## config.mk

```make
export PLATFORM = sky130hd
export DESIGN_NAME = ring_fetch
export DESIGN_NICKNAME = d
export VERILOG_FILES = /design/src/rtl/rf_pkg.sv /design/src/rtl/rf_walker.sv /design/src/rtl/rf_line_fifo.sv /design/src/rtl/rf_policy.sv /design/src/rtl/ring_fetch.sv
export SDC_FILE = /design/constraint.sdc
export NUM_CORES = 1
export LEC_CHECK = 0
export BUFFER_PORTS_ARGS = -buffer_cell sky130_fd_sc_hd__buf_2
export CORE_ASPECT_RATIO = 1.2
export CORE_MARGIN = 3
export CORE_UTILIZATION = 61
export CTS_CLUSTER_SIZE = 14
export DETAILED_ROUTE_END_ITERATION = 10
export GPL_TIMING_DRIVEN = 0
export PLACE_DENSITY = 0.83
export RECOVER_POWER = 50
export SLEW_MARGIN = 10
export SYNTH_ARGS = -nofsm -noshare
export SYNTH_HDL_FRONTEND = slang
export SYNTH_HIERARCHICAL = 1
export SYNTH_SLANG_ARGS = --single-unit
```

## constraint.sdc

```tcl
create_clock -name clk -period 11.5 [get_ports clk]
set_input_delay 0.575 -clock clk [delete_from_list [all_inputs] [get_ports clk]]
set_output_delay 0.575 -clock clk [all_outputs]
set_load 0.05 [all_outputs]
```

## src/rtl/rf_pkg.sv

```systemverilog
package rf_pkg;
    localparam int ADDR_W = 32;
    localparam int WORD_W = 64;
    localparam logic [ADDR_W-1:0] LINE_BYTES = 32'd8;

    typedef logic [ADDR_W-1:0] addr_t;
    typedef logic [WORD_W-1:0] word_t;

    // pointer walker state
    typedef struct packed {
        addr_t ptr;
        logic  load_prev;
        logic  busy;
    } walk_t;
endpackage

```

## src/rtl/rf_walker.sv

```systemverilog
module rf_walker
    import rf_pkg::*;
(
    input  logic  clk,
    input  logic  rst_n,
    input  addr_t start_addr,
    input  addr_t finish_addr,
    input  logic  load,
    input  logic  issue,
    input  logic  rsp_valid,
    output addr_t ptr,
    output logic  busy
);
    walk_t s_d, s_q;
    logic  load_rise;

    always_comb begin
        s_d       = s_q;
        load_rise = load && !s_q.load_prev;
        s_d.load_prev = load;
        if (load_rise) begin
            s_d.ptr = start_addr;
        end else if (issue) begin
            s_d.ptr = (s_q.ptr == finish_addr) ? start_addr : s_q.ptr + LINE_BYTES;
        end
        if (issue) begin
            s_d.busy = 1'b1;
        end else if (rsp_valid) begin
            s_d.busy = 1'b0;
        end
    end

    always_ff @(posedge clk or negedge rst_n) begin
        if (!rst_n) begin
            s_q <= '0;
        end else begin
            s_q <= s_d;
        end
    end

    assign ptr  = s_q.ptr;
    assign busy = s_q.busy;
endmodule

```

## src/rtl/rf_line_fifo.sv

```systemverilog
module rf_line_fifo
    import rf_pkg::*;
#(
    parameter int LINES = 16,
    localparam int IW = $clog2(LINES),
    localparam int LW = IW + 1
) (
    input  logic          clk,
    input  logic          rst_n,
    input  logic          flush,
    input  logic          push,
    input  word_t         wdata,
    input  logic          pop,
    output word_t         rdata,
    output logic          empty,
    output logic [LW-1:0] level
);
    typedef struct packed {
        logic [IW-1:0] wr;
        logic [IW-1:0] rd;
        logic [LW-1:0] cnt;
    } fst_t;

    fst_t  s_d, s_q;
    word_t store [LINES];
    logic  do_push, do_pop;

    always_comb begin
        s_d     = s_q;
        do_pop  = pop && (s_q.cnt != '0) && !flush;
        do_push = push && !flush;
        if (flush) begin
            s_d = '0;
        end else begin
            if (do_push) s_d.wr = s_q.wr + 1'b1;
            if (do_pop)  s_d.rd = s_q.rd + 1'b1;
            case ({do_push, do_pop})
                2'b10:   s_d.cnt = s_q.cnt + 1'b1;
                2'b01:   s_d.cnt = s_q.cnt - 1'b1;
                default: s_d.cnt = s_q.cnt;
            endcase
        end
    end

    always_ff @(posedge clk or negedge rst_n) begin
        if (!rst_n) begin
            s_q <= '0;
        end else begin
            s_q <= s_d;
        end
    end

    always_ff @(posedge clk) begin
        if (do_push) store[s_q.wr] <= wdata;
    end

    assign rdata = store[s_q.rd];
    assign empty = (s_q.cnt == '0);
    assign level = s_q.cnt;
endmodule

```

## src/rtl/rf_policy.sv

```systemverilog
module rf_policy #(
    parameter int CFG_W = 4,
    localparam int LW = CFG_W + 1
) (
    input  logic             enable,
    input  logic             busy,
    input  logic [LW-1:0]    level,
    input  logic [CFG_W-1:0] thresh_m1,
    input  logic [CFG_W-1:0] depth_m1,
    output logic             want
);
    logic below_thresh, has_room;

    always_comb begin
        below_thresh = level <= {1'b0, thresh_m1};
        has_room     = level <= {1'b0, depth_m1};
        want         = enable && !busy && below_thresh && has_room;
    end
endmodule

```

## src/rtl/ring_fetch.sv

```systemverilog
module ring_fetch
    import rf_pkg::*;
#(
    parameter int MAX_LINES = 16,
    localparam int CFG_W = $clog2(MAX_LINES),
    localparam int LW = CFG_W + 1
) (
    input  logic             clk,
    input  logic             rst_n,
    input  logic [31:0]      cfg_start_addr,
    input  logic [31:0]      cfg_finish_addr,
    input  logic [CFG_W-1:0] cfg_depth_m1,
    input  logic [CFG_W-1:0] cfg_thresh_m1,
    input  logic             cfg_enable,
    input  logic             cfg_load,
    output logic             mem_req_valid,
    output logic [31:0]      mem_req_addr,
    input  logic             mem_req_ready,
    input  logic             mem_rsp_valid,
    input  logic [63:0]      mem_rsp_data,
    input  logic             pop,
    output logic [63:0]      fifo_data,
    output logic             fifo_empty,
    output logic [31:0]      pos_offset
);
    addr_t         cur_ptr;
    logic          busy;
    logic          want;
    logic          issue;
    logic          push;
    logic [LW-1:0] level;

    assign issue = want && mem_req_ready;
    assign push  = mem_rsp_valid && busy && cfg_enable;

    rf_walker u_walk (
        .clk         (clk),
        .rst_n       (rst_n),
        .start_addr  (cfg_start_addr),
        .finish_addr (cfg_finish_addr),
        .load        (cfg_load),
        .issue       (issue),
        .rsp_valid   (mem_rsp_valid),
        .ptr         (cur_ptr),
        .busy        (busy)
    );

    rf_policy #(.CFG_W(CFG_W)) u_pol (
        .enable    (cfg_enable),
        .busy      (busy),
        .level     (level),
        .thresh_m1 (cfg_thresh_m1),
        .depth_m1  (cfg_depth_m1),
        .want      (want)
    );

    rf_line_fifo #(.LINES(MAX_LINES)) u_fifo (
        .clk   (clk),
        .rst_n (rst_n),
        .flush (!cfg_enable),
        .push  (push),
        .wdata (mem_rsp_data),
        .pop   (pop),
        .rdata (fifo_data),
        .empty (fifo_empty),
        .level (level)
    );

    assign mem_req_valid = want;
    assign mem_req_addr  = cur_ptr;
    assign pos_offset    = cur_ptr - cfg_start_addr;
endmodule

```

; ---- After elaboration in Yosys (flattened, before gate mapping)
; Memory sizes are Yosys's and may differ from the RTL's.
; Cells that the tools add are included.
[op_classes]
n_addsub = 6
order_cmp = 2
eq_ne = 6
muxes = 11
n_reduce_logical = 16
[op_table]
columns = cell, count
row1 = 32-bit two-way mux, 3
row2 = 32-bit by 4-bit adder with 32-bit output (second input constant), 1
row3 = 32-bit == test, 1
row4 = 32-bit subtractor, 1
row5 = 13-bit two-way mux, 1
row6 = 5-bit by 4-bit <= comparator with 1-bit output, 2
row7 = 1-bit logical AND, 10
row8 = 5-bit case mux with 2 select lines, 1
row9 = 4-bit by 1-bit adder with 4-bit output (second input constant), 2
row10 = 4-bit two-way mux, 2
row11 = 5-bit by 1-bit adder with 5-bit output (second input constant), 1
row12 = 5-bit logical NOT, 1
row13 = 5-bit nonzero test, 1
row14 = 5-bit by 1-bit subtractor with 5-bit output (second input constant), 1
row15 = 1-bit two-way mux, 4
row16 = 2-bit by 1-bit inequality test with 1-bit output (second input constant), 2
row17 = 2-bit nonzero test, 2
row18 = 3-bit by 1-bit inequality test with 1-bit output (second input constant), 1
row19 = 2-bit by 1-bit == test with 1-bit output (second input constant), 1
row20 = 2-bit == test (second input constant), 1
row21 = 1-bit logical NOT, 2
[word_totals]
reg_bits = 47
mem_bits_rw = 1024
inputBits = 143
output_inout_bits = 130
wordCells = 48
memories = 1
[memory_table]
columns = memory, depth, word_bits, read_ports, rd_clocked_by_memory_dff, wr, line_no
row1 = u_fifo.store, 16, 64, 1, 0, 1, rf_line_fifo.sv:25  ; word_t store [LINES];

; ---- Logic depth before layout (Yosys ltp)
[depth]
depth_word = 7
mapped_depth = 14
mapped_depth_nobuf = 11

; ---- By module
; The synthesis kept the hierarchy.
[modules_own_cells]
columns = module, instances, cells_each, area_per_inst_um2, seq_area_each_um2
row1 = rf_line_fifo, 1, 1683, 39207.6, 31074.8
row2 = rf_walker, 1, 349, 2879.0, 850.8
row3 = ring_fetch, 1, 268, 1831.8, 0.0
row4 = rf_policy, 1, 29, 221.5, 0.0

; ---- Least setup slack after synthesis
; No wires, ideal clock.
[synth_path]
path_type = input port to flip-flop
startpoint = input port cfg_enable
endpoint = memory u_fifo/store[3][0] (netlist bit), enable pin
setup_time_ns = 0.644
arrival_ns = 7.212
t_required_ns = 10.856
slack_ns = 3.644
stages = 4
path_buffers = 1
cell_sequence = and3_1 -> clkbuf_1 -> nand2_1 -> nor4_1
[synth_between]
elab_chain_len = 4
[synth_lines]
columns = item, line_no
row1 = "start, declared", ring_fetch.sv:14  ; input logic cfg_enable,
row2 = 1-bit logical AND, ring_fetch.sv:34  ; assign push = mem_rsp_valid && busy && cfg_enable;
row3 = 1-bit logical AND *, rf_line_fifo.sv:31  ; do_push = push && !flush;
row4 = 1-bit two-way mux *, rf_line_fifo.sv:54  ; if (do_push) store[s_q.wr] <= wdata;
row5 = 1-bit two-way mux (implied by the code) *, rf_line_fifo.sv:54
row6 = "end, declared", rf_line_fifo.sv:25
; Every way passes the cells marked *; elsewhere a longest branch is shown, timed or not.

; ---- Worst setup path after layout
[layout_path]
startpoint = register u_walk.s_q, in the netlist u_walk/ptr[0]
endpoint = output port pos_offset[28]
[layout_between]
elab_chain_len = 1
[layout_lines]
columns = item, line_no
row1 = "start, declared", rf_walker.sv:14  ; walk_t s_d, s_q;
row2 = "start signal, assigned", rf_walker.sv:35  ; s_q <= '0;
row3 = "start signal, assigned", rf_walker.sv:37  ; s_q <= s_d;
row4 = 32-bit subtractor, ring_fetch.sv:71  ; assign pos_offset = cur_ptr - cfg_start_addr;
row5 = "end, declared", ring_fetch.sv:24  ; output logic [31:0] pos_offset
; No other way between the ends.

==> out/qor.csv <==
stage,metric,value,unit
run_status,status,"complete, but fails checks",
run_status,violated checks,"max-capacitance violations, max-slew violations",
final_layout,area grow syn2layout,14.9,%
critical_path,R2R Setup Slk,7.54,ns
timing,Final Critical Period,4.61,ns
timing,Max Clock Skew,0.0276,ns
clock_network,postcts setup bufs,0,
timing,Slew Limit Headroom,-0.803,
job,Max Cap Violations,4,
grt,largest net degree at the start of global routing,48,
critical_path,CP required,10.93,ns
floorplan,Core ar.,71400,um^2
logic_synthesis,Synth cell types,87,
final_layout,Fillers,4036,
logic_synthesis,Post-Syn Area,44100,um^2
pwr,Comb power frac,0.279,
floorplan,die height,301,um
clock_network,# H-tree levels,3,
critical_path,Worst setup SP type,flop,
detailed_routing,Antenna Violating Nets Remaining,0,
logic_synthesis,number of synthesized flops with an enable pin,1024,
detailed_routing,DRC viols,0,
critical_path,Setup Crit Path Kind,reg -> out,
clock_network,insertion delay to the later sink of the worst-skew pair,0.67,ns
clock_network,CTS Buf Count,97,
grt,vias in the first global route,27200,
final_layout,fin nets,2948,
floorplan,die area,75600,um^2
final_layout,"commonest non-fill, non-tap cells in the layout","1024 x edfxtp_1, 256 x mux4_2, 193 x buf_2, 184 x clkbuf_1, 128 x a22oi_1",
pwr,switch share,0.321,
timing,final hold viol count,0,
logic_synthesis,share of the synthesized area in the top cell type,0.697,
detailed_routing,DRT iter0 DRCs,3404,
critical_path,reg2reg start,u_fifo/level[2],
logic_synthesis,Mean Syn Cell Area,19.0,um^2
logic_synthesis,"Seq/Total Area, Yosys",0.723,
critical_path,crit end category,output port,
logic_synthesis,cells after synthesis,2329,
clock_network,cts hold-fix bufs,0,
grt,total track usage,0.338,
pwr,Cell Int Power,0.00708,W
clock_network,post_cts resized,0,
pwr,LEAKAGE,17.0,nW
hold_path,Hold Path Stages,1,
detailed_routing,vias per cell,7.01,
critical_path,CP max FO,4,
timing,Final setup viols,0,
critical_path,crit path DAT,4.04,ns
floorplan,Site Rows,107,
timing,RSZ-0062 raised after global routing,false,
hold_path,Worst Hold Class,in -> reg,
critical_path,FF-to-FF path depth,11,
timing,Setup TNS Final,0,ns
placement,dpl cell area,47900,um^2
logic_synthesis,net count of the mapped netlist,2522,
floorplan,initial core utilization,0.619,
clock_network,clock-pin slew on the worst setup and hold paths,0.06,ns
clock_network,TritonCTS clock tree,yes,
final_layout,layout cells sized above 1,0.260,
placement,DP Wirelength,76.3,mm
clock_network,Root Buffer,clkbuf_16,
detailed_routing,Detailed Route WL,127,mm
logic_synthesis,Synth Warn #,6,
placement,Port Buffers,272,
placement,dpl cells,3582,
timing,Pins Over Slew Limit,76,
logic_synthesis,Synth Flop Type,edfxtp_1,
detailed_routing,Vias,26400,
final_layout,final core utilization,0.711,
pwr,Peak VDD IR,0.169,mV
final_layout,"Design Area, Final",50700,um^2
final_layout,"commonest non-fill, non-tap cell in the layout",edfxtp_1,
critical_path,R2R Path End,u_walk/ptr[24],
detailed_routing,DR WL/cell,33.9,um
floorplan,I/O Pins,273,
logic_synthesis,Yosys reg bits,1071,
timing,slew of the pin with the lowest slew margin,2.70,ns
hold_path,Hold Path End,u_walk/s_q[1],
placement,RD Place Congestion,0.938,
final_layout,Final Non-Filler Cells,3763,
grt,initial antenna violation count,12,
timing,Final period util,0.401,
detailed_routing,drt pass-1 iters,6,
timing,Highest Clock Rate,217,MHz
logic_synthesis,largest cells by area after synthesis,"edfxtp_1 70%, mux4_2 13%, dfrtp_1 2.7%, a22oi_1 2.2%, ha_1 1.4%",
floorplan,die width,252,um
clock_network,CTS Buffer Depth,3,
grt,gr ovfl total,0,
pwr,Clk pwr share,0.300,
logic_synthesis,dominant cell type by area after synthesis,edfxtp_1,
clock_network,clk sinks,1071,
pwr,sequential share of power,0.421,
pwr,Psw,0.00335,W
logic_synthesis,Async SR Flop Fraction,0.0439,
pwr,power density over cell area,206,nW/um^2
hold_path,hold path startpoint,cfg_load,
grt,first-pass GRT wire length,183,mm
==> cell type report <==
cell class / count / area, um^2 / area share
flip-flops and latches: 1071 / 31900 / 0.629
multi-input cells: 1042 / 11200 / 0.220
clock buffers: 121 / 2520 / 0.0496
repair buffers: 327 / 2320 / 0.0458
well taps: 926 / 1160 / 0.0228
plain buffers: 153 / 900 / 0.0177
clock inverters: 49 / 478 / 0.00942
inverters: 63 / 236 / 0.00466
diodes: 11 / 27.5 / 0.000543
==> worst max-delay path by stage <==
stage / from / cells past startpoint / slack (ns) / to
global route: u_walk/ptr[0] / 13 / 6.64 / pos_offset[28]
CTS: u_walk/ptr[0] / 13 / 6.87 / pos_offset[28]
detailed placement: cfg_start_addr[0] / 12 / 7.41 / pos_offset[28]
floorplan: cfg_enable / 4 / 3.64 / u_fifo/store[3][0]
global placement: cfg_enable / 5 / -3.10 / u_fifo/store[3][41]
finish: u_walk/ptr[0] / 13 / 6.89 / pos_offset[28]
==> metal layers <==
metal | wire [um] | GRT usage
met5 | 23 | 0
met4 | 6320 | 0.178
met3 | 14300 | 0.0688
met2 | 65100 | 0.571
met1 | 41700 | 0.417
==> state kept, by name, indices dropped and copies added (netlist names) <==
name / count
u_fifo/store: 1024
u_walk/ptr: 32
u_fifo/s_q: 8
u_fifo/level: 5
u_walk/busy: 1
u_walk/s_q: 1
==> worst max-delay path: stages, from the launching register on <==
cell	delay (ns)
dfrtp_1	0.39
buf_4	0.13
inv_1	0.04
ha_1	0.19
fa_1	0.42
nor2b_1	0.18
o2111ai_1	0.19
a211oi_1	0.56
o211ai_1	0.22
nand4_1	0.25
nand3_1	0.12
a31oi_1	0.22
xor2_1	0.18
buf_2	0.30
==> per-stage QoR <==
step | power [W] | hold slack, ns | setup WS [ns]
floorplan | 0.00658 | 0.279 | 3.64
global placement | 0.00725 | 0.538 | -3.10
detailed placement | 0.00733 | 0.556 | 7.41
CTS | 0.0105 | 0.0267 | 6.87
global route | 0.0107 | 0.0718 | 6.64
finish | 0.0104 | 0.0820 | 6.89
==> cell usage after synthesis, drive strengths merged, types with 6 or more instances <==
cell,count
mux4,256
a21o,20
edfxtp,1024
nand4,29
dfrtp,47
and2,7
xor2,45
a21oi,50
o21a,6
inv,63
nor2b,11
ha,48
a31oi,8
a211oi,10
nor2,61
clkbuf,61
buf,92
o21ai,35
nor4,14
nand2,116
or3,15
xnor2,24
o311ai,6
nand3,28
and3,19
nor3,23
a22oi,128
==> power by group through the flow <==
stage / Clock, W / Combinational (W) / Sequential, W
global route: 0.00329 / 0.00304 / 0.00439
CTS: 0.00316 / 0.00292 / 0.00438
detailed placement: 0 / 0.00287 / 0.00447
finish: 0.00313 / 0.00291 / 0.00439
floorplan: 0 / 0.00214 / 0.00444
global placement: 0 / 0.00278 / 0.00446
==> kinds of logic after synthesis <==
group | after synthesis | share of synthesized area
DFF | 1071 | 0.723
and+or+nand+nor | 349 | 0.0395
AOI/OAI and AO/OA | 310 | 0.0505
muxes | 264 | 0.133
buffers and inverters | 216 | 0.0258
xor gates and xnor gates | 69 | 0.0137
adders and majority gates | 50 | 0.0145
(Power assumes the default switching activity.)
